**src/rtl/vsd_pkg.sv**
```systemverilog
package vsd_pkg;
    localparam int WORD_W   = 10;
    localparam int NARROW_W = 8;
    localparam int TRS_LEN  = 4;
    localparam int H_BIT    = 6;

    typedef logic [WORD_W-1:0] word_t;

    typedef enum logic [1:0] {
        S_HUNT,
        S_ONES,
        S_ZERO1,
        S_ZERO2
    } trs_state_t;
endpackage

```
**src/rtl/vsd_front.sv**
```systemverilog
module vsd_front
    import vsd_pkg::*;
#(
    parameter int CLIP_SPAN = 4
) (
    input  logic  wide_sel,
    input  word_t raw,
    output word_t clipped
);
    localparam int    PAD    = WORD_W - NARROW_W;
    localparam word_t LO_LIM = word_t'(CLIP_SPAN);
    localparam word_t HI_LIM = word_t'((1 << WORD_W) - 1 - CLIP_SPAN);

    word_t widened;

    always_comb begin
        widened = wide_sel ? raw : {raw[NARROW_W-1:0], {PAD{1'b0}}};
        if (widened < LO_LIM) begin
            clipped = '0;
        end else if (widened > HI_LIM) begin
            clipped = '1;
        end else begin
            clipped = widened;
        end
    end
endmodule

```
**src/rtl/vsd_trs_fsm.sv**
```systemverilog
module vsd_trs_fsm
    import vsd_pkg::*;
(
    input  logic  clk,
    input  logic  rst,
    input  logic  det_en_n,
    input  word_t cw,
    output logic  xyz_hit
);
    trs_state_t state, state_nx;
    logic is_ones, is_zero;

    assign is_ones = (cw == '1);
    assign is_zero = (cw == '0);

    always_ff @(posedge clk) begin
        if (rst) state <= S_HUNT;
        else     state <= state_nx;
    end

    always_comb begin
        state_nx = S_HUNT;
        if (!det_en_n) begin
            unique case (state)
                S_HUNT:  state_nx = is_ones ? S_ONES : S_HUNT;
                S_ONES:  state_nx = is_zero ? S_ZERO1 : (is_ones ? S_ONES : S_HUNT);
                S_ZERO1: state_nx = is_zero ? S_ZERO2 : (is_ones ? S_ONES : S_HUNT);
                S_ZERO2: state_nx = S_HUNT;
            endcase
        end
    end

    always_comb begin
        xyz_hit = (state == S_ZERO2) && !det_en_n;
    end

    // a high enable sends the machine back to hunting
    p_disable_hunt_r8: assert property (@(posedge clk) disable iff (rst)
        det_en_n |=> (state == S_HUNT));

    // the second zero state is only entered from the first
    p_zero_order_r5: assert property (@(posedge clk) disable iff (rst)
        (state == S_ZERO2) |-> ($past(state) == S_ZERO1));
endmodule

```
**src/rtl/vsd_align.sv**
```systemverilog
module vsd_align
    import vsd_pkg::*;
(
    input  logic  clk,
    input  logic  rst,
    input  word_t cw,
    input  logic  xyz_hit,
    output word_t out_word,
    output logic  trs_mark,
    output logic  sav_pulse,
    output logic  eav_pulse
);
    localparam int LAST = TRS_LEN - 1;

    logic [TRS_LEN-1:0][WORD_W-1:0] dpipe;
    logic [TRS_LEN-1:0]             fpipe;
    logic [TRS_LEN-1:0]             hpipe;

    always_ff @(posedge clk) begin
        if (rst) begin
            dpipe <= '0;
            fpipe <= '0;
            hpipe <= '0;
        end else begin
            dpipe <= {dpipe[LAST-1:0], cw};
            fpipe <= {fpipe[LAST-1:0], xyz_hit};
            hpipe <= {hpipe[LAST-1:0], cw[H_BIT]};
        end
    end

    assign out_word  = dpipe[LAST];
    assign trs_mark  = |fpipe;
    assign sav_pulse = fpipe[LAST] & ~hpipe[LAST];
    assign eav_pulse = fpipe[LAST] &  hpipe[LAST];
endmodule

```
**src/rtl/vid_sync_detect.sv**
```systemverilog
module vid_sync_detect
    import vsd_pkg::*;
#(
    parameter int CLIP_SPAN = 4
) (
    input  logic              clk,
    input  logic              rst,
    input  logic              det_en_n,
    input  logic              wide_sel,
    input  logic [WORD_W-1:0] in_word,
    output logic [WORD_W-1:0] out_word,
    output logic              trs_mark,
    output logic              sav_pulse,
    output logic              eav_pulse,
    output logic              vid_valid
);
    word_t cw;
    logic  xyz_hit;
    logic  active;

    vsd_front #(.CLIP_SPAN(CLIP_SPAN)) u_front (
        .wide_sel (wide_sel),
        .raw      (in_word),
        .clipped  (cw)
    );

    vsd_trs_fsm u_fsm (
        .clk      (clk),
        .rst      (rst),
        .det_en_n (det_en_n),
        .cw       (cw),
        .xyz_hit  (xyz_hit)
    );

    vsd_align u_align (
        .clk       (clk),
        .rst       (rst),
        .cw        (cw),
        .xyz_hit   (xyz_hit),
        .out_word  (out_word),
        .trs_mark  (trs_mark),
        .sav_pulse (sav_pulse),
        .eav_pulse (eav_pulse)
    );

    always_ff @(posedge clk) begin
        if (rst || det_en_n) active <= 1'b0;
        else if (eav_pulse)  active <= 1'b0;
        else if (sav_pulse)  active <= 1'b1;
    end

    assign vid_valid = active & ~trs_mark;

    // nothing just above zero leaves the pipeline
    p_clip_low_r1: assert property (@(posedge clk) disable iff (rst)
        !(out_word inside {10'h001, 10'h002, 10'h003}));

    // nothing just below full scale leaves the pipeline
    p_clip_high_r2: assert property (@(posedge clk) disable iff (rst)
        !(out_word inside {10'h3FC, 10'h3FD, 10'h3FE}));

    // pulse kind matches the H bit of the word on the bus
    p_sav_h_r6: assert property (@(posedge clk) disable iff (rst)
        sav_pulse |-> !out_word[H_BIT]);
    p_eav_h_r6: assert property (@(posedge clk) disable iff (rst)
        eav_pulse |-> out_word[H_BIT]);

    // pulses last one clock
    p_pulse_single_r6: assert property (@(posedge clk) disable iff (rst)
        (sav_pulse || eav_pulse) |=> !(sav_pulse || eav_pulse));

    // picture data ends with the end-of-active word
    p_eav_ends_valid_r9: assert property (@(posedge clk) disable iff (rst)
        eav_pulse |=> !vid_valid);
endmodule

```
**config.mk**
```make
export PLATFORM = sky130hd
export DESIGN_NAME = vid_sync_detect
export DESIGN_NICKNAME = d
export VERILOG_FILES = /design/src/rtl/vsd_pkg.sv /design/src/rtl/vsd_front.sv /design/src/rtl/vsd_trs_fsm.sv /design/src/rtl/vsd_align.sv /design/src/rtl/vid_sync_detect.sv
export SDC_FILE = /design/constraint.sdc
export NUM_CORES = 1
export LEC_CHECK = 0
export BUFFER_PORTS_ARGS = -buffer_cell sky130_fd_sc_hd__buf_2
export CELL_PAD_IN_SITES_DETAIL_PLACEMENT = 1
export CELL_PAD_IN_SITES_GLOBAL_PLACEMENT = 2
export CORE_ASPECT_RATIO = 1.25
export CORE_MARGIN = 2
export CORE_UTILIZATION = 25
export CTS_CLUSTER_SIZE = 20
export DETAILED_ROUTE_END_ITERATION = 6
export PLACE_DENSITY_LB_ADDON = 0.08
export SETUP_SLACK_MARGIN = 0.5
export SYNTH_ARGS = -nofsm -noshare
export SYNTH_HDL_FRONTEND = slang
export SYNTH_SLANG_ARGS = --single-unit
```
**constraint.sdc**
```tcl
create_clock -name clk -period 3.3 [get_ports clk]
set_clock_uncertainty 0.15 [all_clocks]
set_input_delay 0.495 -clock clk [delete_from_list [all_inputs] [get_ports clk]]
set_output_delay 0.495 -clock clk [all_outputs]
set_load 0.005 [all_outputs]
```
# Word level (Yosys, flattened, before mapping)

Index checks and enable logic that the tools add are counted.

Order comparisons: 2
Equal/unequal tests: 4
Mux-type cells: 7
Bitwise logic cells: 5
Reduce and logical (&&, ||, !) cells: 8

Operator list:

| cell                                                         | number |
|---|---|
| 2-to-1 mux 10 bit                                            | 3 |
| == test 10 bit (second input constant)                       | 1 |
| greater-than comparator 10 bit (second input constant)       | 1 |
| zero test 10 bit                                             | 1 |
| less-than comparator 10 x 3 -> 1 bit (second input constant) | 1 |
| one-hot mux 2 bit (4 select lines)                           | 1 |
| == test 2 bit (second input constant)                        | 2 |
| 2-to-1 mux 2 bit                                             | 2 |
| OR reduction 2 bit                                           | 2 |
| OR reduction 4 bit                                           | 1 |
| bitwise AND 1 bit                                            | 3 |
| == test 2 x 1 -> 1 bit (second input constant)               | 1 |
| zero test 2 bit                                              | 1 |
| inverter 1 bit                                               | 2 |
| logical AND 1 bit                                            | 1 |
| zero test 1 bit                                              | 1 |
| logical OR 1 bit                                             | 1 |
| 2-to-1 mux 1 bit                                             | 1 |

Register bits after elaboration: 51
Output and inout bits: 14
Word-level logic and storage cells: 34

# Depth between registers and ports, before layout

Gate-level depths: netlist of run 1.

Depth in word-level cells: 8
Depth in mapped cells: 4

# Modules after synthesis

A second synthesis of run 1 with hierarchy kept.

Cells, all modules: 156
Area, all modules: 1,669.1 sq um

By module, submodules not included:

| module          | instances | cells each | area each (sq um) | seq. area each (sq um) |
|---|---|---|---|---|
| vsd_align       | 1         | 105        | 1,273.7           | 880.8 |
| vsd_front       | 1         | 28         | 203.9             | 0.0 |
| vsd_trs_fsm     | 1         | 19         | 148.9             | 40.0 |
| vid_sync_detect | 1         | 4          | 42.5              | 20.0 |

# Worst setup path before layout of run 1

No wires, ideal clock.

Kind: input port to flip-flop
From: input port wide_sel
To: register u_fsm.state[0]
Library setup time: 86 ps
Arrival time: 1,674 ps
Setup slack: 1,390 ps
Cell stages on the path: 4
Path buffers: 1
Cells stage by stage: buf_2 > or3_1 > a2111o_1 > a221oi_2

Word-level cells in the longest chain between the ends: 8
Elaborated cells on any way between the ends: 11

Ends and longest elaborated chain:

| element                                    | line                                                    | RTL |
|---|---|---|
| start: declaration                         | vid_sync_detect.sv:9                                    | `input logic wide_sel,` |
| 2-to-1 mux 10 bit (*)                      | vsd_front.sv:17                                         | `widened = wide_sel ? raw : {raw[NARROW_W-1:0], {PAD{1'b0}}};` |
| greater-than comparator 10 bit             | vsd_front.sv:20                                         | `end else if (widened > HI_LIM) begin` |
| 2-to-1 mux 10 bit                          | vsd_front.sv:20                                         |  |
| 2-to-1 mux 10 bit (*)                      | vsd_front.sv:18                                         | `if (widened < LO_LIM) begin` |
| == test 10 bit                             | vsd_trs_fsm.sv:13                                       | `assign is_ones = (cw == '1);` |
| 2-to-1 mux 1 bit                           | vsd_trs_fsm.sv:25, vsd_trs_fsm.sv:26, vsd_trs_fsm.sv:27 |  |
| 2-to-1 mux 2 bit, on equally long branches | vsd_trs_fsm.sv:27, vsd_trs_fsm.sv:26                    |  |
| one-hot mux 2 bit (4 select lines) (*)     | vsd_trs_fsm.sv:24                                       | `unique case (state)` |
| end signal: assignment                     | vsd_trs_fsm.sv:18                                       | `else state <= state_nx;` |
| end: declaration                           | vsd_trs_fsm.sv:10                                       | `trs_state_t state, state_nx;` |

Mark *: on every way between the ends. The rest lies on a longest branch, timed or not.
A chain may end at the register's enable or synchronous reset.

# Worst setup path in the final report of run 1

From: register u_align.fpipe[1]
To: output port vid_valid

Word-level cells in the longest chain between the ends: 3

Ends and longest elaborated chain:

| element                  | line                  | RTL |
|---|---|---|
| start: declaration       | vsd_align.sv:16       | `logic [TRS_LEN-1:0] fpipe;` |
| start signal: assignment | vsd_align.sv:26       | `fpipe <= {fpipe[LAST-1:0], xyz_hit};` |
| OR reduction 4 bit       | vsd_align.sv:32       | `assign trs_mark = \|fpipe;` |
| inverter 1 bit           | vid_sync_detect.sv:52 | `assign vid_valid = active & ~trs_mark;` |
| bitwise AND 1 bit        | vid_sync_detect.sv:52 |  |
| end: declaration         | vid_sync_detect.sv:15 | `output logic vid_valid` |

Every way passes these cells.

==> results of run 1 <==
how the worst max path moves through the flow:
stage,start,endpoint,slack (ns)
after floorplan,wide_sel,u_fsm.state[0],1.39
after global placement,wide_sel,u_fsm.state[0],1.23
after detailed placement,wide_sel,u_fsm.state[1],1.15
after CTS,u_align.fpipe[1],vid_valid,1.30
after global routing,u_align.fpipe[1],vid_valid,1.22
final,u_align.fpipe[1],vid_valid,1.33
cell usage after synthesis (all sizes together), types with 2 or more instances:
library cell and instances:
nand2 4, dfxtp 47, or4 2, buf 11
mux2i 8, mux2 2, nor2b 34, nor3 2
clkbuf 6, a211oi 2, and3 2, nor2 11
cells by family (layout without fill, tap and decap cells):
group / after synthesis / count (layout) / share of synthesized area
flip-flops: 47 / 47 / 0.5940
buffers and inverters: 18 / 36 / 0.06713
AND/OR/NAND/NOR: 60 / 60 / 0.2212
AO/OA/AOI/OAI: 8 / 8 / 0.04738
multiplexers: 10 / 10 / 0.06477
XOR/XNOR: 1 / 1 / 0.005530
flip-flops by register name, indices dropped and copies added, names as in the netlist:
| signal | flops |
|---|---|
| u_align.dpipe | 28 |
| u_fsm.state | 2 |
| u_align.out_word | 10 |
| u_align.hpipe | 2 |
| u_align.fpipe | 4 |
| active | 1 |
cell type report:
class | instances | area (µm²) | share of cell area
well taps | 85 | 106.4 | 0.05882
flip-flops and latches | 47 | 940.9 | 0.5204
inverters | 1 | 3.754 | 0.002076
clock buffers | 6 | 72.57 | 0.04014
repair buffers | 27 | 135.1 | 0.07474
clock inverters | 2 | 12.51 | 0.006920
multi-input cells | 79 | 536.8 | 0.2969
metal layers:
metal,part of all wire,global-route usage
met5,0,0
met4,0.030,0.05263
met1,0.45,0.09419
met3,0.049,0.02694
met2,0.47,0.1301
power by group through the flow:
stage	Clock, W	Combinational, W	Sequential, W
after floorplan	0	0.0000391	0.000600
after global placement	0	0.0000550	0.000601
after detailed placement	0	0.0000563	0.000601
after CTS	0.000352	0.0000564	0.000588
after global routing	0.000373	0.0000627	0.000590
final	0.000331	0.0000549	0.000588
metrics by stage:
stage | power [W] | setup slack [ns] | utilization
2_1_floorplan | 0.0006393 | 1.390 | -
3_3_place_gp | 0.0006557 | 1.231 | 0.2794
5_1_grt | 0.001025 | 1.216 | 0.2932
6_report | 0.0009734 | 1.326 | 0.2932
3_5_place_dp | 0.0006577 | 1.149 | 0.2794
4_1_cts | 0.0009961 | 1.297 | 0.2932
critical path, delay by kind of cell (launching register included):
family | cells | cell delay (ns)
AND/OR/NAND/NOR | 2 | 0.62
flip-flops | 1 | 0.31
buffers and inverters | 1 | 0.11
==> results.yml, run 1 <==
final_layout:
  drive_gt1_frac: 0.2469
  nets: 175
  final_cell_mix: "dfxtp_1, nor2b_1, buf_2"
  final_area_um2: 1808
  final_cells: 247
  syn_to_final_growth_pct: 14.14
  num-fill-cells: 739
  mostFrequentLayoutCell: "dfxtp_1"
  antenna_cells: 0
worst_setup_path:
  path_max_fanout: 2
  r2r_start: "u_fsm.state[1]"
  r2r_slack_ns: 2.36
  crit_required_ns: 2.65
  path_class: "reg -> out"
  critPathMaxStageDelay_ns: 0.53
  setup.worst_path.end_class: "primary output"
  r2r_end: "u_fsm.state[0]"
  crit_chain: "or4_1 > nor2_1 > buf_2"
  slowest_stage: "or4_1"
  start_kind: "flop"
  arrival_ns: 1.33
  rr_worst_depth: 2
sta:
  rsz0062_at_grt: "no"
  maxSlewViolCount: 0
  whs_ns: 0.2305
  tns_ns: 0
  tightest_slew_ns: 0.7800
  relSlewSlack: 0.4800
  fin_crit_sh: 0.5981
  fin_crit_ns: 1.974
  setup_viol_count_final: 0
  fmax_ghz: 0.5067
  hold_viol_final: 0
floorplanning:
  io_pins: 28
  die_width_um: 75.20
  dieArea_um2: 6993
  initial_core_util: 0.2569
  die_height_um: 93.00
  row_count: 32
  core_um2: 6166
synthesis:
  syn-mean-instance-area_um2: 11.00
  yosysTopAreaCellShare: 0.5940
  synth_edf_count: 0
  synth_cell_types: 27
  synth_area_um2: 1584
  ys_ff_latch: 47
  synth-seq-area-share: 0.5940
  synth_area_leader_cell: "dfxtp_1"
  async_flop_share: 0
  synthFlopType: "dfxtp_1"
  synth_area_leaders: "dfxtp_1, nor2b_1, mux2i_1, buf_4, nor2_1"
  synthCells: 144
  yosys_warnings: 0
  synth_nets: 158
clocking:
  cts-hold-fix-buffers: 0
  clk_latency_ns: 0.29
  cts_buffer_depth: 2
  cts_tree: "done"
  cts_resized: 0
  numCtsBuffers: 5
  cts-root-buf: "clkbuf_8"
  clk_pin_slew_worst_paths_ns: 0.08
  postCtsSetupRepairBufs: 0
  cts.sinks: 47
  h-tree-depth: 2
hold_path:
  hp-class: "in -> reg"
  worst_hold_path.endpoint: "u_align.fpipe[0]"
  hold_depth: 2
  hold_start: "det_en_n"
run:
  drv_cap: 0
drt:
  wl_per_cell_um: 10.30
  drt_iter0_markers: 21
  antenna_left: 0
  vias: 950
  routed_wl_um: 2545
  avgViaCountPerCell: 3.846
  first_pass_iters: 2
  drc_errors: 0
place:
  dp_hpwl_um: 1782
  placed_area_um2: 1723
  place_inst: 239
  gp_congestion: 0.6919
  port-buffer-count: 27
grt:
  grt.overflow.total: 0
  grt_pass1_vias: 909
  grt_max_degree: 46
  grt_pass1_wl_um: 4250
  antenna_found_initial: 0
  grt_usage: 0.08272
power_and_ir_drop:
  power.switching_w: 0.0002166
  ir_drop_uv: 162.4
  p_sw_frac: 0.2225
  p_leak_nw: 0.7739
  p_clk_frac: 0.340
  pwr-share-comb: 0.056
  seqPwrFrac: 0.604
  intPower_w: 0.0007568
  powerDensity_nw_per_um2: 538.4
status:
  outcome: "finished, final reports clean"
Power figures use the tool's default switching activity.
==> run 2: changes to the inputs <==
==> constraint.sdc (replaced) <==
create_clock -name clk -period 2.04 [get_ports clk]
set_clock_uncertainty 0.15 [all_clocks]
set_input_delay 0.306 -clock clk [delete_from_list [all_inputs] [get_ports clk]]
set_output_delay 0.306 -clock clk [all_outputs]
set_load 0.005 [all_outputs]
==> run 2 against run 1 <==
Compared with the run above: critical endpoint unchanged; critical path type unchanged; global-route usage increased by 0.36 points; utilization increased by 1.1 points; hold slack got worse by 0.20 ns; non-clock buffer count up 2; sequential power rose by 62%; sequential share of layout area shrank 1.9 points; power up 76%; sequential cell count stayed put; combinational power is 77% higher; clock power up 100%; first-iteration DRC count increased by 90%.
==> results.yml, run 2 (same netlist as run 1, synthesis figures left out) <==
sta:
  hold_viol_final: 0
  fmax_ghz: 0.5591
  whs_ns: 0.03542
  fin_crit_sh: 0.8768
  maxSlewViolCount: 0
  tns_ns: 0
  setup_ws_ns: 0.2513
  setup_viol_count_final: 0
  tightest_slew_ns: 0.3744
  relSlewSlack: 0.7501
  fin_crit_ns: 1.789
  rsz0062_at_grt: "yes"
clocking:
  cts-hold-fix-buffers: 0
  cts_buffer_depth: 2
  clk_pin_slew_worst_paths_ns: 0.08
  cts-root-buf: "clkbuf_8"
  cts.sinks: 47
  postCtsSetupRepairBufs: 0
  clk_latency_ns: 0.29
  h-tree-depth: 2
  cts_tree: "done"
  numCtsBuffers: 5
drt:
  wl_per_cell_um: 10.50
  routed_wl_um: 2614
  drt_iter0_markers: 40
  first_pass_iters: 4
  avgViaCountPerCell: 3.900
  dr_wl_met3_um: 122
  antenna_left: 0
  met2_length_um: 1306
  vias: 971
  drc_errors: 0
  topRoutingLayerUsed: "met4"
  routedLengthMet1_um: 1114
power_and_ir_drop:
  p_clk_frac: 0.388
  ir_drop_uv: 296.1
  p_leak_nw: 0.8020
  p_sw_frac: 0.2090
  power.switching_w: 0.0003577
  seqPwrFrac: 0.556
  powerDensity_nw_per_um2: 912.0
  intPower_w: 0.001354
  pwr-share-comb: 0.057
floorplanning:
  dieArea_um2: 6993
  initial_core_util: 0.2569
  io_pins: 28
  die_height_um: 93.00
  row_count: 32
  core_um2: 6166
  die_width_um: 75.20
worst_setup_path:
  r2r_slack_ns: 1.10
  setup.worst_path.end_class: "primary output"
  arrival_ns: 1.33
  start_kind: "flop"
  path_class: "reg -> out"
  path_max_fanout: 2
  crit_required_ns: 1.58
final_layout:
  mostFrequentLayoutCell: "dfxtp_1"
  nets: 177
  antenna_cells: 0
  syn_to_final_growth_pct: 18.48
  regMostFlops: "u_align.dpipe"
  final_util: 0.3044
  largest_reg_flops: 28
  num-fill-cells: 724
  drive_gt1_frac: 0.2805
  final_cell_mix: "dfxtp_1, nor2b_1, buf_2"
place:
  gp_congestion: 0.7151
  dp_slack_ns: 0.1764
  port-buffer-count: 27
  dp_hpwl_um: 1947
hold_path:
  hp-class: "in -> reg"
grt:
  grt.overflow.total: 0
  grt_max_degree: 26
  grt_pass1_vias: 989
  grt_usage: 0.08627
  grt_pass1_wl_um: 4498
  antenna_found_initial: 0
status:
  outcome: "finished, final reports clean"
run:
  drv_cap: 0
## run 2: per-stage QoR
step / instance area, µm² / power, W / cells
2_1_floorplan: 1594 / 0.001036 / 144
3_5_place_dp: 1745 / 0.001070 / 241
4_1_cts: 1862 / 0.001739 / 249
5_1_grt: 1877 / 0.001809 / 249
6_report: 1877 / 0.001712 / 249
3_3_place_gp: 1745 / 0.001066 / 241
## run 2: final timing paths
kind,start,end,cells after the start
min reg2reg,u_align.dpipe[4],u_align.dpipe[14],1
min,det_en_n,u_align.fpipe[0],2
max,u_align.fpipe[1],vid_valid,3
max reg2reg,u_fsm.state[1],u_fsm.state[0],2
## run 2: cell type report
| type | instances | area [µm²] | area share |
|---|---|---|---|
| clock buffer | 5 | 68.82 | 0.03667 |
| clock inverter | 3 | 43.79 | 0.02333 |
| inverter | 1 | 3.754 | 0.002000 |
| multi-input combinational | 79 | 560.5 | 0.2987 |
| sequential | 47 | 940.9 | 0.5013 |
| tap | 85 | 106.4 | 0.05667 |
| timing repair buffer | 29 | 152.6 | 0.08133 |
## run 2: metal layers
metal / track usage / vias to the layer above
li1: - / 494
met1: 0.09310 / 446
met2: 0.1462 / 26
met3: 0.02586 / 5
met4: 0.04825 / 0
met5: 0 / -
## run 2: repair_timing
action	4_1_cts	5_1_grt
setup endpoints to repair	2	6
resized for setup	1	2
pin swaps	0	1
## run 2: critical path: stages, from the launching register on
cell and delay (ns):
dfxtp_1 0.32, or4_4 0.53, nor2_1 0.09, buf_2 0.11
## run 2: power groups by stage
stage	Sequential, W	Clock (W)	Combinational, W
after floorplan	0.000971	0	0.0000653
after global placement	0.000972	0	0.0000943
after detailed placement	0.000973	0	0.0000965
after CTS	0.000952	0.000690	0.0000967
after global routing	0.000955	0.000745	0.000109
final	0.000951	0.000664	0.0000971
==> run 3: changes to the inputs <==
--- a/config.mk
+++ b/config.mk
@@ -9,8 +9,7 @@
 export CELL_PAD_IN_SITES_DETAIL_PLACEMENT = 1
 export CELL_PAD_IN_SITES_GLOBAL_PLACEMENT = 2
 export CORE_ASPECT_RATIO = 1.25
-export CORE_MARGIN = 2
-export CORE_UTILIZATION = 25
+export CORE_UTILIZATION = 34
 export CTS_CLUSTER_SIZE = 20
 export DETAILED_ROUTE_END_ITERATION = 6
 export PLACE_DENSITY_LB_ADDON = 0.08
==> run 3 against run 2 <==
Compared with the run above: die area is 29% lower; global-route usage rose by 2.0 points; power is 8.7% lower.
==> results.yml, run 3 (same netlist as run 1, synthesis figures left out) <==
place:
  dp_hpwl_um: 1689
  gp_congestion: 0.7001
  placed_area_um2: 1712
  port-buffer-count: 27
drt:
  first_pass_iters: 3
  drt_iter0_markers: 23
  avgViaCountPerCell: 4.302
  routed_wl_um: 2359
  vias: 955
  wl_per_cell_um: 10.63
  drc_errors: 0
  antenna_left: 0
floorplanning:
  io_pins: 28
  initial_core_util: 0.3579
  row_count: 27
  core_um2: 4425
  die_width_um: 63.05
  dieArea_um2: 4938
  die_height_um: 78.32
power_and_ir_drop:
  power.switching_w: 0.0003344
  seqPwrFrac: 0.608
  p_clk_frac: 0.331
  ir_drop_uv: 274.0
  pwr-share-comb: 0.061
  power_w: 0.001563
  p_sw_frac: 0.2140
  p_leak_nw: 0.7852
  powerDensity_nw_per_um2: 860.9
  intPower_w: 0.001229
clocking:
  cts_buffer_depth: 2
  numCtsBuffers: 5
  cts.sinks: 47
  clk_pin_slew_worst_paths_ns: 0.08
  cts-hold-fix-buffers: 0
  cts_tree: "done"
  cts-root-buf: "clkbuf_8"
  h-tree-depth: 2
  clk_latency_ns: 0.29
worst_setup_path:
  rr_worst_depth: 2
  r2r_end: "u_fsm.state[0]"
  r2r_start: "u_fsm.state[1]"
  path_class: "reg -> out"
  r2r_slack_ns: 1.11
  path_max_fanout: 2
  start_kind: "flop"
  crit_required_ns: 1.58
  setup.worst_path.end_class: "primary output"
  arrival_ns: 1.34
final_layout:
  nets: 177
  final_cell_mix: "dfxtp_1, nor2b_1, buf_2"
  final_util: 0.4102
  largest_reg_flops: 28
  drive_gt1_frac: 0.2744
  syn_to_final_growth_pct: 14.61
  mostFrequentLayoutCell: "dfxtp_1"
  final_area_um2: 1815
  regMostFlops: "u_align.dpipe"
  antenna_cells: 0
grt:
  grt_max_degree: 45
  grt_usage: 0.1065
  grt.overflow.total: 0
  antenna_found_initial: 0
  grt_pass1_vias: 920
  grt_pass1_wl_um: 4043
hold_path:
  hold_start: "det_en_n"
  hold_depth: 2
  hp-class: "in -> reg"
  worst_hold_path.endpoint: "u_align.fpipe[0]"
sta:
  whs_ns: 0.04092
  fin_crit_ns: 1.796
  tightest_slew_ns: 0.4107
  relSlewSlack: 0.7262
  hold_viol_final: 0
  maxSlewViolCount: 0
  tns_ns: 0
  setup_viol_count_final: 0
  rsz0062_at_grt: "yes"
  fin_crit_sh: 0.8806
  fmax_ghz: 0.5567
status:
  outcome: "finished, final reports clean"
run:
  drv_cap: 0
==> run 3: changes by cell type in the layout (fill, tap and decap cells not counted), sizes merged <==
cell | previous run | this run
bufinv | 1 | 0
clkbuf | 6 | 7
clkinv | 2 | 1
clkinvlp | 0 | 1
==> run 3: per-layer routing <==
metal | wire length [µm] | global-route usage
met2 | 1179 | 0.1849
met3 | 119 | 0.03488
met5 | 0 | 0
met4 | 55 | 0.06279
met1 | 1004 | 0.1106
==> run 3: cell type report <==
cell class,count,area [µm²]
fill,514,2610
sequential,47,940.9
multi-input combinational,79,560.5
timing repair buffer,29,152.6
clock buffer,6,72.57
tap,58,72.57
clock inverter,2,12.51
inverter,1,3.754
==> run 3: worst max path at each step <==
stage / startpoint / to / slack [ns]
after detailed placement: in_word[3] / u_fsm.state[1] / 0.17
after global routing: u_align.fpipe[1] / vid_valid / 0.19
final: u_align.fpipe[1] / vid_valid / 0.24
after global placement: in_word[3] / u_fsm.state[1] / 0.21
after floorplan: in_word[3] / u_fsm.state[0] / 0.38
after CTS: u_align.fpipe[1] / vid_valid / 0.22
==> run 3: timing repair <==
action | 4_1_cts | 5_1_grt
setup buffers | 0 | 0
resized for setup | 2 | 1
setup endpoints to repair | 4 | 4
pin swaps | 2 | 1
==> run 3: per-stage QoR <==
stage | cells | setup WS [ns]
finish | 222 | 0.2436
global route | 222 | 0.1854
CTS | 222 | 0.2185
detailed placement | 214 | 0.1683
global placement | 214 | 0.2088
floorplan | 144 | 0.3785
==> run 3: worst max-delay path, stage by stage (launching register included) <==
cell	delay [ns]
dfxtp_1	0.32
or4_4	0.53
nor2_1	0.09
buf_2	0.12
==> run 3: power groups by stage <==
stage / sequential (W) / clock [W] / combinational, W
after floorplan: 0.000971 / 0 / 0.0000653
after global placement: 0.000971 / 0 / 0.0000922
after detailed placement: 0.000973 / 0 / 0.0000945
after CTS: 0.000951 / 0.000549 / 0.0000966
after global routing: 0.000954 / 0.000587 / 0.000106
final: 0.000951 / 0.000518 / 0.0000949
